===== config.mk =====
export PLATFORM = sky130hd
export DESIGN_NAME = flag_offset_cfg
export DESIGN_NICKNAME = d
export VERILOG_FILES = /design/src/rtl/foc_pkg.sv /design/src/rtl/foc_strap_decode.sv /design/src/rtl/foc_par_loader.sv /design/src/rtl/foc_ser_loader.sv /design/src/rtl/flag_offset_cfg.sv
export SDC_FILE = /design/constraint.sdc
export NUM_CORES = 1
export LEC_CHECK = 0
export BUFFER_PORTS_ARGS = -buffer_cell sky130_fd_sc_hd__buf_2
export CORE_ASPECT_RATIO = 1.4
export CORE_MARGIN = 4
export CORE_UTILIZATION = 50
export CTS_CLUSTER_SIZE = 30
export DETAILED_ROUTE_END_ITERATION = 8
export GPL_TIMING_DRIVEN = 0
export PLACE_DENSITY = 0.74
export SYNTH_ARGS = -nofsm -noshare
export SYNTH_HDL_FRONTEND = slang
export SYNTH_SLANG_ARGS = --single-unit

===== constraint.sdc =====
create_clock -name clk -period 4.5 [get_ports clk]
set_clock_uncertainty 0.15 [all_clocks]
set_input_delay 1.125 -clock clk [delete_from_list [all_inputs] [get_ports clk]]
set_output_delay 1.125 -clock clk [all_outputs]
set_load 0.005 [all_outputs]

===== src/rtl/foc_pkg.sv =====
package foc_pkg;

  localparam logic [1:0] CODE_PROG = 2'b11;

  typedef enum logic {
    PROG_PARALLEL = 1'b0,
    PROG_SERIAL   = 1'b1
  } prog_mode_e;

  // Default threshold distance selected by the strap code; 0 when programming.
  function automatic int unsigned default_ofs(input logic [1:0] code);
    case (code)
      2'b00:   return 8;
      2'b01:   return 16;
      2'b10:   return 64;
      default: return 0;
    endcase
  endfunction

  // True on the shift that completes a stream of total_bits bits.
  function automatic logic is_last_bit(input int unsigned count,
                                       input int unsigned total_bits);
    return count == total_bits - 1;
  endfunction

endpackage


===== src/rtl/foc_strap_decode.sv =====
module foc_strap_decode #(
  parameter int OFS_W = 8
) (
  input  logic [1:0]       code,
  output logic [OFS_W-1:0] def_ofs,
  output logic             needs_prog
);
  import foc_pkg::*;

  always_comb begin
    def_ofs    = OFS_W'(default_ofs(code));
    needs_prog = (code == CODE_PROG);
  end
endmodule


===== src/rtl/foc_par_loader.sv =====
module foc_par_loader #(
  parameter int OFS_W = 8
) (
  input  logic             clk,
  input  logic             rst_n,
  input  logic             arm,
  input  logic             wr_en,
  input  logic [OFS_W-1:0] wr_data,
  output logic             ld_ae,
  output logic             ld_af,
  output logic [OFS_W-1:0] ld_val
);
  logic second_q;

  always_comb begin
    ld_ae  = arm && wr_en && !second_q;
    ld_af  = arm && wr_en && second_q;
    ld_val = wr_data;
  end

  always_ff @(posedge clk) begin
    if (!rst_n)     second_q <= 1'b0;
    else if (ld_ae) second_q <= 1'b1;
  end
endmodule


===== src/rtl/foc_ser_loader.sv =====
module foc_ser_loader #(
  parameter int OFS_W = 8
) (
  input  logic             clk,
  input  logic             rst_n,
  input  logic             arm,
  input  logic             ser_en,
  input  logic             ser_din,
  output logic             ld_both,
  output logic [OFS_W-1:0] ae_val,
  output logic [OFS_W-1:0] af_val
);
  import foc_pkg::*;

  localparam int TOT = 2 * OFS_W;
  localparam int CW  = $clog2(TOT + 1);

  logic [TOT-2:0] sh_q;
  logic [CW-1:0]  cnt_q;
  logic [TOT-1:0] word;
  logic           step;

  always_comb begin
    step    = arm && ser_en;
    word    = {sh_q, ser_din};
    ld_both = step && is_last_bit(int'(cnt_q), TOT);
    ae_val  = word[TOT-1:OFS_W];
    af_val  = word[OFS_W-1:0];
  end

  always_ff @(posedge clk) begin
    if (!rst_n) begin
      sh_q  <= '0;
      cnt_q <= '0;
    end else if (step) begin
      sh_q  <= word[TOT-2:0];
      cnt_q <= cnt_q + 1'b1;
    end
  end
endmodule


===== src/rtl/flag_offset_cfg.sv =====
module flag_offset_cfg #(
  parameter int DEPTH = 256,
  localparam int OFS_W = $clog2(DEPTH)
) (
  input  logic             clk,
  input  logic             rst_n,
  input  logic             prst_n,
  input  logic [1:0]       dflt_sel,
  input  logic             prog_serial_strap,
  input  logic             wr_en,
  input  logic [OFS_W-1:0] wr_data,
  input  logic             ser_en,
  input  logic             ser_din,
  output logic [OFS_W-1:0] ae_ofs,
  output logic [OFS_W-1:0] af_ofs,
  output logic             cfg_done,
  output logic             fifo_wr
);
  import foc_pkg::*;

  prog_mode_e       mode_q;
  logic [OFS_W-1:0] ae_q, af_q;
  logic             done_q;

  logic [OFS_W-1:0] def_ofs;
  logic             needs_prog;
  logic             par_arm, ser_arm;
  logic             par_ae_ld, par_af_ld, ser_ld;
  logic [OFS_W-1:0] par_val, ser_ae, ser_af;

  foc_strap_decode #(.OFS_W(OFS_W)) u_dec (
    .code(dflt_sel), .def_ofs(def_ofs), .needs_prog(needs_prog)
  );

  always_comb begin
    par_arm = !done_q && prst_n && (mode_q == PROG_PARALLEL);
    ser_arm = !done_q && prst_n && (mode_q == PROG_SERIAL);
  end

  foc_par_loader #(.OFS_W(OFS_W)) u_par (
    .clk(clk), .rst_n(rst_n), .arm(par_arm), .wr_en(wr_en), .wr_data(wr_data),
    .ld_ae(par_ae_ld), .ld_af(par_af_ld), .ld_val(par_val)
  );

  foc_ser_loader #(.OFS_W(OFS_W)) u_ser (
    .clk(clk), .rst_n(rst_n), .arm(ser_arm), .ser_en(ser_en), .ser_din(ser_din),
    .ld_both(ser_ld), .ae_val(ser_ae), .af_val(ser_af)
  );

  always_ff @(posedge clk) begin
    if (!rst_n) begin
      mode_q <= prog_serial_strap ? PROG_SERIAL : PROG_PARALLEL;
      ae_q   <= def_ofs;
      af_q   <= def_ofs;
      done_q <= !needs_prog;
    end else begin
      if (par_ae_ld) ae_q <= par_val;
      if (par_af_ld) begin
        af_q   <= par_val;
        done_q <= 1'b1;
      end
      if (ser_ld) begin
        ae_q   <= ser_ae;
        af_q   <= ser_af;
        done_q <= 1'b1;
      end
    end
  end

  always_comb begin
    ae_ofs   = ae_q;
    af_ofs   = af_q;
    cfg_done = done_q;
    fifo_wr  = wr_en && done_q;
  end
endmodule


=== Word level (Yosys, flattened, before mapping) ===
Cells that the tools add are included.

* Add/sub/neg operators: 1
* Mux-type cells: 11
* Reduce and logical (&&, ||, !) cells: 13
* Equality and inequality tests: 6
* Bitwise logic cells: 1

{| class="wikitable"
|+ Operator list
! kind !! count
|-
| two-way mux 8 bit || 6
|-
| one-hot mux 7 bit (3 select lines) || 1
|-
| logical AND 1 bit || 9
|-
| != test 3 x 1 -> 1 bit, second input constant || 2
|-
| adder 5 x 1 -> 5 bit, second input constant || 1
|-
| == test 5 x 4 -> 1 bit, second input constant || 1
|-
| == test 2 bit, second input constant || 2
|-
| two-way mux 1 bit || 4
|-
| zero test 1 bit || 3
|-
| == test 2 x 1 -> 1 bit, second input constant || 1
|-
| zero test 2 bit || 1
|-
| NOT 1 bit || 1
|}

* Logic and storage cells: 39
* Output and inout port bits: 18
* Register bits after elaboration: 39
* Input bits: 17

=== Logic depth before layout (Yosys ltp) ===
* Word-level depth: 8
* Gate-level depth with buffers: 6
* Mapped depth without buffers: 6

=== By module ===
From an unflattened synthesis, not the netlist that was laid out.

* Cell total of the unflattened synthesis: 194
* Area, all modules: 1840.5 µm²

{| class="wikitable"
|+ Modules (own cells, without submodules)
! module !! cells an instance !! area each (µm²) !! instances !! sequential area each (µm²)
|-
| flag_offset_cfg || 78 || 860.8 || 1 || 540.5
|-
| foc_ser_loader || 92 || 805.8 || 1 || 400.4
|-
| foc_par_loader || 14 || 106.4 || 1 || 20.0
|-
| foc_strap_decode || 10 || 67.6 || 1 || 0.0
|}

=== Worst setup path after synthesis ===
OpenSTA, ideal clock, no wires.

* Kind: input port to output port
* From: in wr_en
* To: out fifo_wr
* Stages: 1
* Buffers on the path: 0
* Arrival: 1.250 ns
* Setup slack: 1.975 ns
* Data required time: 3.225 ns
* Cells stage by stage: and2_1

* Cells in the longest elaborated chain, start to end: 1

{| class="wikitable"
|+ RTL lines
! what !! RTL line !! source
|-
| start: declaration || flag_offset_cfg.sv:10 || <nowiki>input logic wr_en,</nowiki>
|-
| logical AND 1 bit || flag_offset_cfg.sv:74 || <nowiki>fifo_wr = wr_en && done_q;</nowiki>
|-
| end: declaration || flag_offset_cfg.sv:17 || <nowiki>output logic fifo_wr</nowiki>
|}

No other way between the ends.

=== Worst setup path after layout ===
Same ends and word-level chain as after synthesis.

==> impl_metrics.csv <==
group,metric,value,unit
finish,multi_input_area,638,um2
timing,tns,0,ps
floorplanning,start_util,0.530,
route,vias,1393,
pwr,p_per_area,342,mW/mm2
synthesis,synthTopCellsByArea,"edfxtp_1 (32%), dfxtp_1 (25%), nand2_1 (8.9%)",
global_routing,grt_pass1_wl,6.31,mm
critical_path,reg2reg_depth,6,
synthesis,synth_adder_area_share,0.0148,
clocking,h-tree-depth,2,
finish,drive_above_1_share,0.271,
synthesis,syn-cell-area,0.00169,mm2
pwr,power_leakage,0.779,nW
flow_run,cap_violations,0,
synthesis,syn_nets,192,
timing,min_period_over_period,0.611,
critical_path,max_stage_delay,130,ps
floorplanning,chipHeight,76.7,um
critical_path,r2r_slack,2210,ps
hold_path,holdPathStages,2,
critical_path,slowest_stage,"and2_1",
clocking,clkLatencyLatePin,290,ps
critical_path,path_cells,"buf_2 -> and2_1 -> buf_2",
critical_path,cpMostUsedCell,"buf_2",
synthesis,synth_top_family_by_area,"simple AND/OR/NAND/NOR gates",
finish,fillers,299,
floorplanning,coreArea,0.00318,mm2
clocking,cts_hold_buf,0,
clocking,cts.sinks,39,
route,viasPerCell,5.51,
pwr,total_power,0.000681,W
finish,regArea,961,um2
critical_path,startpoint_type,"input pin",
synthesis,synth.distinct_cells,31,
synthesis,async_flop_share,0,
route,ant_nets,0,
clocking,numCtsBuffers,5,
placed_design,finalWeightedCongestion,0.893,
critical_path,cp_num_buf_inv,2,
synthesis,synthMuxAreaShare,0.00593,
synthesis,ys_warn_count,0,
finish,area_growth,18.0,%
critical_path,r2r_end,"af_ofs[6]",
synthesis,synth.most_common_cell,"nand2_1",
route,first_iter_violations,44,
pwr,ir_drop,266,uV
route,first_pass_iters,4,
global_routing,grtUsageTotal,0.190,
clocking,clockBufferDepth,2,
timing,slew_viol_final,0,
synthesis,yosysTopAreaCell,"edfxtp_1",
timing,rsz0062_at_grt,"false",
critical_path,regToRegStartpoint,"u_ser.cnt_q[0]",
critical_path,critPathKind,"input pin to primary output",
global_routing,grt_overflow,0,
route,post-route-drc-count,0,
synthesis,syn_inst,173,
clocking,cts_tree,"built",
timing,fmax,364,MHz
clocking,post_cts_buffers,0,
hold_path,holdCritStartpoint,"u_ser.sh_q[14]",
global_routing,grt_max_degree,12,
critical_path,cp-end-kind,"primary output",
timing,post-route-min-period,2750,ps
global_routing,antenna_found_initial,0,
synthesis,synth_enable_flop_cells,18,
floorplanning,die_area,0.00438,mm2
synthesis,synth_commonest_cells,"nand2_1 (40), a21oi_1 (24), dfxtp_1 (21)",
critical_path,cp.required,3220,ps
synthesis,synth_xor_xnor_area_share,0.00519,
synthesis,synth-simple-area-share,0.218,
hold_path,hold_end,"u_ser.sh_q[14]",
synthesis,synth-seq-cells,39,
finish,antenna_cells,0,
hold_path,min_path_type,"flip-flop to flip-flop",
clocking,path_clk_slew,70,ps
floorplanning,ioPinCount,35,
finish,nets,232,
status,status,"finished, final reports clean",
placed_design,portBuffers,33,
finish,final_core_util,0.626,
synthesis,synth_top_area_frac,0.320,
timing,worstMarginPinSlew,514,ps
critical_path,critPathMaxFanout,2,
global_routing,grt_pass1_vias,1365,
placed_design,dp_hpwl,3.00,mm
timing,final_hold_viol_count,0,
floorplanning,rows,24,
synthesis,synthFlopType,"dfxtp_1",
floorplanning,dieWidth,57.1,um
route,drt-total-wl,3.90,mm
timing,setup_viol,0,
clocking,root_buffer,"clkbuf_8",
route,wl_per_cell,15.4,um
synthesis,syn_area_per_cell,9.76,um2
clocking,cts_resized,0,
critical_path,critPathTopFamily,"buffers and inverters",
timing,slew_headroom,0.656,
synthesis,yosysSeqAreaShare,0.569,
synthesis,synth_compound_area_frac,0.134,
critical_path,worstPathArrival,1480,ps
-- state kept, by name, indices dropped and copies added (netlist names) --
| register | flops |
|---|---|
| cfg_done | 1 |
| u_ser.cnt_q | 5 |
| u_ser.sh_q | 15 |
| af_ofs | 8 |
| u_par.second_q | 1 |
| ae_ofs | 8 |
| mode_q | 1 |
-- metrics by stage --
stage | hold slack, ps | setup WS [ps] | instances | area, um2
finish | 310 | 1750 | 253 | 1990
global route | 345 | 1750 | 253 | 1990
CTS | 311 | 1750 | 253 | 1990
detailed placement | 301 | 1710 | 245 | 1900
global placement | 298 | 1740 | 245 | 1900
floorplan | 287 | 1980 | 173 | 1690
-- layer usage --
metal	track usage	wire length [um]	up-vias
li1	-	-	695
met1	0.211	1510	649
met2	0.335	2070	44
met3	0.0571	253	5
met4	0.0696	57	0
met5	0	0	-
-- how the worst max path moves through the flow --
stage	endpoint	slack, ps	cells after the start	startpoint
2_1_floorplan	fifo_wr	1980	1	wr_en
3_3_place_gp	af_ofs[1]	1740	6	prst_n
3_5_place_dp	af_ofs[1]	1710	6	prst_n
4_1_cts	fifo_wr	1750	3	wr_en
5_1_grt	fifo_wr	1750	3	wr_en
6_report	fifo_wr	1750	3	wr_en
-- power breakdown --
part | internal, W | switching [W]
combinational | 0.0000232 | 0.0000302
sequential | 0.000384 | 0.00000336
clock | 0.000123 | 0.000117
-- worst min-delay path, delay by kind of cell, from the launching register on --
kind	cells	cell delay, ps
AO/OA/AOI/OAI	1	50
flip-flops	1	310
AND/OR/NAND/NOR	1	50
-- layout by cell type, fill, tap and decap left out --
master / Yosys / routed
nor2_2: 1 / 1
nor2_1: 4 / 4
nand2_1: 40 / 40
edfxtp_1: 18 / 18
nand4_2: 1 / 1
and2_1: 1 / 1
mux2i_1: 1 / 1
inv_1: 4 / 4
nor3b_1: 2 / 2
a31oi_1: 1 / 1
nand3_1: 12 / 12
clkbuf_1: 6 / 7
or3_1: 1 / 1
nor3_1: 1 / 1
nand2b_1: 2 / 2
ha_1: 2 / 2
a211oi_1: 1 / 1
clkbuf_8: 0 / 6
o21ai_0: 1 / 1
nand4b_1: 1 / 1
a21oi_1: 24 / 24
nor4bb_1: 1 / 1
nor2b_1: 1 / 1
xnor2_1: 1 / 1
a31o_2: 10 / 10
clkinv_1: 0 / 1
and4b_1: 1 / 1
dfxtp_1: 21 / 21
buf_8: 1 / 1
buf_6: 1 / 1
buf_2: 5 / 38
nand4_1: 6 / 6
and3_1: 1 / 1
-- cells by family (layout without fill, tap and decap cells) --
family | after synthesis | in the layout
AO/OA/AOI/OAI | 37 | 37
AND/OR/NAND/NOR | 76 | 76
buffers and inverters | 17 | 58
flip-flops | 39 | 39
adder cells (fa/ha/maj) | 2 | 2
XOR/XNOR | 1 | 1
multiplexers | 1 | 1
-- cell type report --
class,count,area share
buffer,13,0.0371
clock buffer,7,0.0433
clock inverter,1,0.00188
inverter,4,0.00754
multi-input combinational,117,0.320
sequential,39,0.482
tap,39,0.0245
timing repair buffer,33,0.0829
Note: power is estimated with default switching activity, not from simulation.
